### src/rtl/dcop_pkg.sv
// Shared definitions for the display coprocessor pointer unit.
// Assumes two start locations whose register offsets sit at fixed spacing.
package dcop_pkg;
    localparam int DCOP_HALF_W   = 16;
    localparam int DCOP_OFS_W    = 9;
    localparam int DCOP_NUM_LOC  = 2;
    localparam logic [DCOP_OFS_W-1:0] DCOP_LOC_BASE    = 9'h080;
    localparam logic [DCOP_OFS_W-1:0] DCOP_STROBE_BASE = 9'h088;

    // Source chosen for the next fetch pointer value.
    typedef enum logic [1:0] {
        PSRC_HOLD   = 2'd0,
        PSRC_STROBE = 2'd1,
        PSRC_FRAME  = 2'd2,
        PSRC_STEP   = 2'd3
    } ptr_src_e;
endpackage

### src/rtl/dcop_reg_decode.sv
// Decodes register port accesses into per-location half-load enables and a
// restart request with the index of its location.
// Assumes NUM_LOC >= 2. Location i has its high half at LOC_BASE+4i, its low
// half at LOC_BASE+4i+2 and its restart trigger at STROBE_BASE+2i.
module dcop_reg_decode #(
    parameter int OFS_W = 9,
    parameter int NUM_LOC = 2,
    parameter logic [OFS_W-1:0] LOC_BASE = 9'h080,
    parameter logic [OFS_W-1:0] STROBE_BASE = 9'h088,
    localparam int IDX_W = $clog2(NUM_LOC)
) (
    input  logic               acc_valid,
    input  logic               acc_write,
    input  logic [OFS_W-1:0]   acc_offset,
    output logic [NUM_LOC-1:0] load_hi,
    output logic [NUM_LOC-1:0] load_lo,
    output logic               restart_any,
    output logic [IDX_W-1:0]   restart_idx
);
    logic [NUM_LOC-1:0] restart_hit;

    for (genvar i = 0; i < NUM_LOC; i++) begin : g_loc
        localparam logic [OFS_W-1:0] HI_OFS = LOC_BASE + OFS_W'(4 * i);
        localparam logic [OFS_W-1:0] LO_OFS = LOC_BASE + OFS_W'(4 * i + 2);
        localparam logic [OFS_W-1:0] RS_OFS = STROBE_BASE + OFS_W'(2 * i);
        // Half-load enables are for writes only.
        assign load_hi[i] = acc_valid && acc_write && (acc_offset == HI_OFS);
        assign load_lo[i] = acc_valid && acc_write && (acc_offset == LO_OFS);
        // A restart fires on reads and on writes.
        assign restart_hit[i] = acc_valid && (acc_offset == RS_OFS);
    end

    // Turns the one-hot restart hit into a flag and an index.
    always_comb begin
        restart_any = |restart_hit;
        restart_idx = '0;
        for (int i = 0; i < NUM_LOC; i++) begin
            if (restart_hit[i]) restart_idx = IDX_W'(i);
        end
    end
endmodule

### src/rtl/dcop_start_reg.sv
// One start-address register, loaded as separate high and low halves.
// Assumes only one half is loaded per cycle; the decoder guarantees this.
module dcop_start_reg #(
    parameter int HALF_W = 16,
    localparam int FULL_W = 2 * HALF_W
) (
    input  logic              clk,
    input  logic              rst_n,
    input  logic              load_hi,
    input  logic              load_lo,
    input  logic [HALF_W-1:0] wdata,
    output logic [FULL_W-1:0] addr
);
    // Updates the addressed half and keeps the other one.
    always_ff @(posedge clk) begin
        if (!rst_n) begin
            addr <= '0;
        end else begin
            if (load_hi) addr[FULL_W-1:HALF_W] <= wdata;
            if (load_lo) addr[HALF_W-1:0]      <= wdata;
        end
    end
endmodule

### src/rtl/dcop_fetch_ptr.sv
// Fetch pointer register. Priority: restart access, then frame start, then
// word step. Assumes restart_addr already holds the selected location.
module dcop_fetch_ptr #(
    parameter int PTR_W = 32,
    parameter int STEP = 2
) (
    input  logic             clk,
    input  logic             rst_n,
    input  logic             restart_any,
    input  logic [PTR_W-1:0] restart_addr,
    input  logic             frame_start,
    input  logic [PTR_W-1:0] first_addr,
    input  logic             advance,
    output logic [PTR_W-1:0] ptr
);
    import dcop_pkg::*;

    ptr_src_e src;

    // Picks the winning update source for this cycle.
    always_comb begin
        if (restart_any)      src = PSRC_STROBE;
        else if (frame_start) src = PSRC_FRAME;
        else if (advance)     src = PSRC_STEP;
        else                  src = PSRC_HOLD;
    end

    // Applies the chosen update to the pointer.
    always_ff @(posedge clk) begin
        if (!rst_n) begin
            ptr <= '0;
        end else begin
            case (src)
                PSRC_STROBE: ptr <= restart_addr;
                PSRC_FRAME:  ptr <= first_addr;
                PSRC_STEP:   ptr <= ptr + PTR_W'(STEP);
                default:     ptr <= ptr;
            endcase
        end
    end
endmodule

### src/rtl/dcop_ptr_unit.sv
// Top of the display coprocessor pointer unit: start-address registers,
// access decoding and the fetch pointer.
// Assumes word-aligned accesses; the registers are write-only, so reads return 0.
module dcop_ptr_unit #(
    parameter int HALF_W = dcop_pkg::DCOP_HALF_W,
    parameter int OFS_W = dcop_pkg::DCOP_OFS_W,
    parameter int NUM_LOC = dcop_pkg::DCOP_NUM_LOC,
    parameter logic [OFS_W-1:0] LOC_BASE = dcop_pkg::DCOP_LOC_BASE,
    parameter logic [OFS_W-1:0] STROBE_BASE = dcop_pkg::DCOP_STROBE_BASE,
    localparam int PTR_W = 2 * HALF_W,
    localparam int IDX_W = $clog2(NUM_LOC)
) (
    input  logic              clk,
    input  logic              rst_n,
    input  logic              acc_valid,
    input  logic              acc_write,
    input  logic [OFS_W-1:0]  acc_offset,
    input  logic [HALF_W-1:0] acc_wdata,
    output logic [HALF_W-1:0] acc_rdata,
    input  logic              frame_start,
    input  logic              ptr_advance,
    output logic [PTR_W-1:0]  fetch_ptr
);
    logic [NUM_LOC-1:0] load_hi;
    logic [NUM_LOC-1:0] load_lo;
    logic               restart_any;
    logic [IDX_W-1:0]   restart_idx;
    logic [PTR_W-1:0]   start_addr [NUM_LOC];
    logic [PTR_W-1:0]   restart_addr;

    dcop_reg_decode #(
        .OFS_W(OFS_W), .NUM_LOC(NUM_LOC),
        .LOC_BASE(LOC_BASE), .STROBE_BASE(STROBE_BASE)
    ) u_decode (
        .acc_valid(acc_valid), .acc_write(acc_write), .acc_offset(acc_offset),
        .load_hi(load_hi), .load_lo(load_lo),
        .restart_any(restart_any), .restart_idx(restart_idx)
    );

    for (genvar i = 0; i < NUM_LOC; i++) begin : g_start
        dcop_start_reg #(.HALF_W(HALF_W)) u_start (
            .clk(clk), .rst_n(rst_n),
            .load_hi(load_hi[i]), .load_lo(load_lo[i]),
            .wdata(acc_wdata), .addr(start_addr[i])
        );
    end

    // Routes the location named by the restart access to the pointer.
    always_comb restart_addr = start_addr[restart_idx];

    dcop_fetch_ptr #(.PTR_W(PTR_W), .STEP(HALF_W / 8)) u_ptr (
        .clk(clk), .rst_n(rst_n),
        .restart_any(restart_any), .restart_addr(restart_addr),
        .frame_start(frame_start), .first_addr(start_addr[0]),
        .advance(ptr_advance), .ptr(fetch_ptr)
    );

    // The start-address registers are write-only; reads return 0.
    assign acc_rdata = '0;
endmodule

### config.mk
export PLATFORM = sky130hd
export DESIGN_NAME = dcop_ptr_unit
export DESIGN_NICKNAME = d
export VERILOG_FILES = /design/src/rtl/dcop_pkg.sv /design/src/rtl/dcop_reg_decode.sv /design/src/rtl/dcop_start_reg.sv /design/src/rtl/dcop_fetch_ptr.sv /design/src/rtl/dcop_ptr_unit.sv
export SDC_FILE = /design/constraint.sdc
export NUM_CORES = 1
export LEC_CHECK = 0
export ABC_CLOCK_PERIOD_IN_PS = 8420
export CORE_MARGIN = 5
export CORE_UTILIZATION = 38
export DETAILED_ROUTE_END_ITERATION = 8
export RECOVER_POWER = 100
export SLEW_MARGIN = 25
export SYNTH_ARGS = -nofsm -noshare
export SYNTH_HDL_FRONTEND = slang
export SYNTH_SLANG_ARGS = --single-unit
### constraint.sdc
create_clock -name clk -period 8.42 [get_ports clk]
set_input_delay 1.684 -clock clk [delete_from_list [all_inputs] [get_ports clk]]
set_output_delay 1.684 -clock clk [all_outputs]
set_load 0.01 [all_outputs]
Yosys cells after proc, flatten, opt, wreduce, memory -nomap -nowiden:

Index checks and enable logic that the tools add are counted.

* register bits: 96
* output and inout bits: 48
* logic and storage cells: 34

* add/sub/neg operators: 1
* magnitude comparators: 1
* equality and inequality tests: 9
* multiplexer cells: 8
* bitwise logic cells: 1
* reductions and logical operators: 9

Operators by type and width (number)
* 2-to-1 mux 32 bit: 3
* case mux 32 bit (3 select lines): 1
* equality test 9 x 8 -> 1 bit, second input constant: 6
* adder 32 x 2 -> 32 bit, second input constant: 1
* logical AND 1 bit: 7
* 2-to-1 mux 2 bit: 3
* equality test 2 bit, second input constant: 2
* nonzero test 3 bit: 1
* equality test 2 x 1 -> 1 bit, second input constant: 1
* >= comparator 2 bit, second input constant: 1
* NOT 1 -> 2 bit: 1
* OR reduction 2 bit: 1
* 2-to-1 mux 1 bit: 1

Longest topological paths before layout:

Gate-level depths: netlist of run 1.

* depth in word-level cells: 8
* mapped depth: 12
* depth with buffers taken out: 10

Modules after synthesis:

A second synthesis of run 1 with hierarchy kept.

* cell total of the unflattened synthesis: 584
* area total of the unflattened synthesis: 5698.0 um^2

Modules (own cells, without submodules)
* dcop_start_reg: instances 2, cells an instance 103, area each 1234.9 um^2
* dcop_fetch_ptr: instances 1, cells an instance 312, area each 2424.8 um^2
* dcop_ptr_unit: instances 1, cells an instance 53, area each 668.1 um^2
* dcop_reg_decode: instances 1, cells an instance 13, area each 135.1 um^2

Worst setup path before layout of run 1:

Ideal clock, no wire load.

* path kind: input to register
* start: in acc_offset[5]
* end: reg u_ptr.ptr[14]
* arrival time: 3.982 ns
* data required time: 8.350 ns
* setup slack: 4.368 ns
* stages: 12
* buffers on the path: 3
* cell sequence: nor4b_4 nand3_1 a21boi_0 ha_1 clkbuf_1 nor3b_1 and4_1 clkbuf_1 clkbuf_1 nand2_1 a31o_2 a21oi_1

* longest elaborated chain between the ends: 8
* elaborated cells on any way between the ends: 16
* classes of those cells: eq/ne (5); mux (6); bitwise (1); reduce/logical (4)

Ends and longest elaborated chain
* start: declaration: RTL line dcop_ptr_unit.sv:17 `input logic [OFS_W-1:0] acc_offset,`
* equality test 9 x 8 -> 1 bit: RTL line dcop_reg_decode.sv:30 `assign restart_hit[i] = acc_valid && (acc_offset == RS_OFS);`
* logical AND 1 bit: RTL line dcop_reg_decode.sv:30
* 2-to-1 mux 1 bit: RTL line dcop_reg_decode.sv:38 `if (restart_hit[i]) restart_idx = IDX_W'(i);`
* NOT 1 -> 2 bit (implied by the code): RTL line dcop_ptr_unit.sv:49 `always_comb restart_addr = start_addr[restart_idx];`
* 2-to-1 mux 32 bit (implied by the code) (3 in series): RTL line dcop_ptr_unit.sv:49
* case mux 32 bit (3 select lines): RTL line dcop_fetch_ptr.sv:33 `case (src)`
* end signal: assignment: RTL line dcop_fetch_ptr.sv:34 `PSRC_STROBE: ptr <= restart_addr;`
* end signal: assignment: RTL line dcop_fetch_ptr.sv:35 `PSRC_FRAME: ptr <= first_addr;`
* end signal: assignment: RTL line dcop_fetch_ptr.sv:36 `PSRC_STEP: ptr <= ptr + PTR_W'(STEP);`
* end: declaration: RTL line dcop_fetch_ptr.sv:14 `output logic [PTR_W-1:0] ptr`

Several ways; a longest one is shown, not always the timed one. The select of a mux whose other input is x is not followed.
A chain may end at the register's enable or synchronous reset.

Worst setup path after layout of run 1:

* start: in acc_offset[5]
* end: reg u_ptr.ptr[12]

Same word-level chain as after synthesis.

==> flow_metrics.py, run 1 <==
metrics = {
    "outcome": {
        "status": "complete, no violations",
    },
    "logic_synthesis": {
        "syn_inst": 622,
        "ys_seq_area_frac": 0.401,
        "synthArstFlopShare": 0,
        "yosysMostFrequentCell": "nand2_1",
        "ys.flop_type": "dfxtp_1",
        "ys_ff_latch": 96,
        "synth_edf_count": 0,
        "netlist.area_leader.share": 0.401,
        "yosys-top-cells-count": "nand2_1 (155), dfxtp_1 (96), a21oi_1 (87), clkbuf_1 (43), o21ai_0 (20)",
        "synth.avg_cell_area_sq_um": 7.71,
        "syn_area_sq_um": 4790,
        "yosysWarnings": 0,
        "synth_top_area_cell": "dfxtp_1",
        "synth_area_leaders": "dfxtp_1 (40%), nand2_1 (12%), a21oi_1 (9.1%)",
        "synth_cell_types": 60,
    },
    "global_route": {
        "grt_pass1_wl_mm": 24.0,
        "grt_overflow": 0,
        "track_usage": 0.205,
        "grt_start_max_net_pins": 77,
        "grt_pass1_vias": 4308,
        "antenna_found_initial": 0,
    },
    "floorplan": {
        "start_util": 0.383,
        "die-area_sq_um": 15000,
        "core_area_sq_um": 12500,
        "num_rows": 41,
        "die_x_um": 122,
        "fp.dieH_um": 122,
        "ios": 79,
    },
    "drt": {
        "wl_per_cell_um": 18.1,
        "drc_errors": 0,
        "drt_iter0_drc": 526,
        "vias": 4768,
        "vias_per_cell": 5.70,
        "drt_pre_antenna_iters": 5,
        "ant_nets": 0,
        "drt_wl_total_mm": 15.2,
    },
    "cts": {
        "cts_tree": "built",
        "ctsRootBufferMaster": "clkbuf_16",
        "post_cts_resized": 0,
        "h-tree-depth": 3,
        "clk_pin_slew_ns": 0.07,
        "numCtsBuffers": 9,
        "clock-sinks": 96,
        "insertion_delay_ns": 0.35,
        "cts_hold_buf": 0,
        "post_cts_buffers": 0,
        "cts.path.max_buffers": 2,
    },
    "sta": {
        "min_period_ns": 6.32,
        "slew_viol_final": 0,
        "final-hold-violation-count": 0,
        "slew_headroom": 0.0687,
        "rsz0062_at_grt": "no",
        "tightest_slew_ns": 1.40,
        "max_freq_mhz": 158,
        "period_share": 0.751,
        "fin_tns_setup_ns": 0,
        "finalSetupViolCount": 0,
        "clock_skew_ns": 0.00900,
    },
    "setup_path": {
        "path_max_fanout": 29,
        "crit_path_end_kind": "register",
        "cp.required_ns": 8.64,
        "start_kind": "input pin",
        "worstPathArrival_ns": 6.55,
        "r2r_slack_ns": 5.93,
        "crit_type": "in2reg",
    },
    "placed_design": {
        "place_hpwl_mm": 10.2,
        "port_buffers": 62,
        "globalplace.congestion": 0.851,
    },
    "final_layout": {
        "final_layout_size_suffix_gt1_frac": 0.0617,
        "nets": 694,
        "antennaDiodeCount": 0,
        "areaGrowthSynthToFinish_pct": 19.5,
    },
    "power": {
        "ir_drop_v": 0.0000924,
        "p_per_area_nw_per_um2": 160,
        "p_leak_nw": 1.99,
        "p_total_uw": 914,
    },
    "hold_path": {
        "worst_hold_path_type": "reg2reg",
    },
    "flow_run": {
        "drv_cap": 0,
    },
}
[worst max-delay path, stage by stage]
cell	delay, ns
dlygate4sd3_1	0.54
nor4b_1	0.85
nand3_1	0.19
a21boi_0	0.22
inv_1	0.10
ha_1	0.14
clkbuf_1	1.02
nand2b_1	0.67
and2_1	0.57
a222oi_1	0.44
o22ai_1	0.12
[layer usage]
layer | vias to the layer above | global-route usage | wire, um
met4 | 0 | 0.0595 | 169
met3 | 14 | 0.0438 | 1250
met2 | 207 | 0.290 | 6420
met5 | - | 0 | 0
li1 | 2277 | - | -
met1 | 2270 | 0.309 | 7310
[cells by family (layout without fill, tap and decap cells)]
kind of cell	Yosys count	in the layout	synth area share
AND/OR/NAND/NOR	255	255	0.253
XOR/XNOR	6	6	0.0110
flip-flops	96	96	0.401
adder cells (fa/ha/maj)	4	4	0.0104
multiplexers	6	6	0.0138
AO/OA/AOI/OAI	181	181	0.239
buffers and inverters	73	100	0.0712
other	1	16	0.000782
[cell type report]
cell class                 count  area, sq um
timing repair buffer          72          692
inverter                      12         45.0
sequential                    96         1920
multi-input combinational    468         2580
tap                          172          215
clock inverter                 6         42.5
clock buffer                  10          229
fill                        1335         6790
[stage by stage]
| step | worst slack, ns | util | instance area, sq um | hold WS, ns | cells |
|---|---|---|---|---|---|
| floorplan | 4.37 | - | 4850 | 0.427 | 637 |
| global placement | 3.30 | 0.438 | 5480 | 0.440 | 820 |
| detailed placement | 3.23 | 0.438 | 5480 | 0.445 | 820 |
| CTS | 3.58 | 0.459 | 5750 | 0.453 | 836 |
| global route | 1.78 | 0.458 | 5730 | 0.470 | 836 |
| finish | 2.10 | 0.458 | 5730 | 0.454 | 836 |
[sequential cells by signal, summed over array words and instances (netlist names)]
register and cells:
u_ptr.ptr 32, g_start.u_start.addr 64
[cells in the final DEF, fill, tap and decap left out, types with 6 or more instances in the layout]
cell             count
nand2_1            155
dfxtp_1             96
a21oi_1             87
dlygate4sd3_1       33
clkdlybuf4s50_1     29
o21ai_0             20
nor2_1              16
conb_1              16
nand3_1             15
a221oi_1            15
inv_1               11
nand4_1             10
clkbuf_16            9
buf_4                9
and4_1               8
nor3_1               7
a31oi_1              7
nand2b_1             6
o22ai_1              6
and3_1               6
[power by group]
group	switching (mW)	internal [mW]	total, mW
clock	0.181	0.202	0.383
sequential	0.00392	0.456	0.460
combinational	0.0440	0.0272	0.0711
[worst paths after layout]
path,startpoint,depth (start not counted),endpoint
setup reg to reg,u_ptr.ptr[3],5,u_ptr.ptr[22]
hold reg to reg,g_start[0].u_start.addr[13],2,g_start[0].u_start.addr[13]
setup / recovery,acc_offset[5],11,u_ptr.ptr[12]
hold / removal,g_start[0].u_start.addr[13],2,g_start[0].u_start.addr[13]
Power figures use the tool's default switching activity.
==> inputs of run 2 (changes only) <==
--- a/config.mk
+++ b/config.mk
@@ -5,7 +5,7 @@
 export SDC_FILE = /design/constraint.sdc
 export NUM_CORES = 1
 export LEC_CHECK = 0
-export ABC_CLOCK_PERIOD_IN_PS = 8420
+export ABC_CLOCK_PERIOD_IN_PS = 6000
 export CORE_MARGIN = 5
 export CORE_UTILIZATION = 38
 export DETAILED_ROUTE_END_ITERATION = 8
==> constraint.sdc (replaced) <==
create_clock -name clk -period 6 [get_ports clk]
set_input_delay 1.2 -clock clk [delete_from_list [all_inputs] [get_ports clk]]
set_output_delay 1.2 -clock clk [all_outputs]
set_load 0.01 [all_outputs]
==> run 2 against run 1 <==
  * Flip-flop and latch count is the same
  * Worst hold slack lost 0.0024 ns
  * Sequential power grew 40%
  * Register-to-register slack lost 2.4 ns
  * First-iteration DRC count grew 22%
  * Largest power group unchanged
==> flow_metrics.py, run 2 (synthesized netlist as in run 1, its figures left out) <==
metrics = {
    "floorplan": {
        "fp.dieH_um": 122,
        "start_util": 0.383,
        "die-area_sq_um": 15000,
        "core_area_sq_um": 12500,
        "ios": 79,
        "die_x_um": 122,
        "num_rows": 41,
    },
    "drt": {
        "wl_per_cell_um": 18.1,
        "drt_iter0_drc": 640,
        "vias": 4787,
        "drc_errors": 0,
        "ant_nets": 0,
        "drt_pre_antenna_iters": 5,
        "vias_per_cell": 5.72,
        "drt_wl_total_mm": 15.2,
    },
    "cts": {
        "h-tree-depth": 3,
        "numCtsBuffers": 9,
        "insertion_delay_ns": 0.35,
        "clock-sinks": 96,
        "cts.path.max_buffers": 2,
        "ctsRootBufferMaster": "clkbuf_16",
        "clk_pin_slew_ns": 0.07,
        "cts_tree": "built",
        "post_cts_resized": 0,
        "post_cts_buffers": 0,
        "cts_hold_buf": 0,
    },
    "power": {
        "switchingPower_uw": 333,
        "swShare": 0.248,
        "p_leak_nw": 2.01,
        "p_total_mw": 1.34,
        "p_per_area_nw_per_um2": 232,
        "combPwrFrac": 0.074,
        "p_seq_frac": 0.481,
        "p_clk_frac": 0.445,
        "ir_drop_v": 0.000134,
        "p_int_mw": 1.01,
    },
    "sta": {
        "slew_headroom": 0.163,
        "setup_slack_ns": 1.06,
        "final-hold-violation-count": 0,
        "min_period_ns": 4.94,
        "finalSetupViolCount": 0,
        "period_share": 0.823,
        "rsz0062_at_grt": "no",
        "clock_skew_ns": 0.00772,
        "slew_viol_final": 0,
        "max_freq_mhz": 202,
        "tightest_slew_ns": 1.25,
        "fin_tns_setup_ns": 0,
        "whs_ns": 0.452,
    },
    "setup_path": {
        "crit_chain": "dlygate4sd3_1 > nor4b_1 > nand3_1 > a21boi_0 > ha_1 > buf_4 > nor3b_1 > and4_1 > clkbuf_1 > nand2_1 > a31o_1 > a21oi_1",
        "slowest_stage": "nor4b_1",
        "worstPathArrival_ns": 5.21,
        "crit_path_end_kind": "register",
        "cp.required_ns": 6.27,
        "crit_type": "in2reg",
        "path_max_fanout": 29,
        "start_kind": "input pin",
        "cpPeakStageDelay_ns": 0.79,
    },
    "outcome": {
        "status": "complete, no violations",
    },
    "final_layout": {
        "nets": 695,
        "final_cell_mix": "nand2_1 (155), dfxtp_1 (96), a21oi_1 (87), dlygate4sd3_1 (33), clkdlybuf4s50_1 (29)",
        "fin_area_sq_um": 5770,
        "final_layout_size_suffix_gt1_frac": 0.0632,
        "antennaDiodeCount": 0,
        "final_common_cell": "nand2_1",
        "largest_register_ff_count": 64,
        "top_register": "g_start.u_start.addr",
        "instances_no_fill": 837,
        "finish.utilization": 0.461,
        "top_regs": "g_start.u_start.addr: 64 flops, u_ptr.ptr: 32 flops",
        "areaGrowthSynthToFinish_pct": 20.4,
    },
    "hold_path": {
        "worst_hold_path_type": "reg2reg",
    },
    "flow_run": {
        "drv_cap": 0,
    },
    "global_route": {
        "met3_usage": 0.0433,
        "grt-busiest-layer": "met2",
        "track_usage": 0.207,
        "grt_overflow": 0,
        "antenna_found_initial": 0,
        "grt_pass1_vias": 4606,
        "grt_start_max_net_pins": 48,
        "met2_usage": 0.311,
        "gr-usage-met1": 0.301,
        "grt_pass1_wl_mm": 24.5,
    },
    "placed_design": {
        "placedCellCount": 821,
        "port_buffers": 62,
        "place_hpwl_mm": 10.3,
        "postPlaceCellArea_sq_um": 5490,
        "dp_slack_ns": 1.24,
        "globalplace.congestion": 0.855,
    },
}
run 2: changes by cell type in the layout (fill, tap and decap cells not counted):
cell | before | now
clkinv_2 | 2 | 0
bufinv_16 | 0 | 1
inv_8 | 0 | 1
clkinvlp_4 | 2 | 1
buf_4 | 9 | 10
clkinv_4 | 0 | 1
run 2: path summary, 6_finish.rpt:
path | end | start | slack [ns] | depth (start not counted)
max | u_ptr.ptr[22] | acc_offset[7] | 1.06 | 12
min | g_start[0].u_start.addr[16] | g_start[0].u_start.addr[16] | 0.45 | 2
max reg2reg | u_ptr.ptr[22] | u_ptr.ptr[3] | 3.54 | 5
min reg2reg | g_start[0].u_start.addr[16] | g_start[0].u_start.addr[16] | 0.45 | 2
run 2: per-layer routing:
metal,vias to the layer above,wire length (um)
li1,2269,-
met1,2280,7200
met3,20,1230
met2,218,6540
met4,0,195
met5,-,0
run 2: critical path: cells and delay by family:
| kind | cells | cell delay, ns |
|---|---|---|
| buf+inv | 3 | 1.10 |
| simple gates | 5 | 2.11 |
| fa+ha+maj | 1 | 0.22 |
| compound gates | 3 | 0.58 |
run 2: power groups by stage:
stage	combinational [mW]	sequential, mW	clock [mW]
after global routing	0.108	0.645	0.628
after CTS	0.101	0.645	0.603
after detailed placement	0.100	0.660	0
after floorplan	0.0576	0.660	0
after global placement	0.0987	0.660	0
final	0.0992	0.645	0.597
run 2: layout make-up:
type	instances	area, sq um
multi-input combinational	468	2580
tap	172	215
timing repair buffer	73	699
clock buffer	10	229
sequential	96	1920
fill	1237	6750
inverter	12	45.0
clock inverter	6	75.1
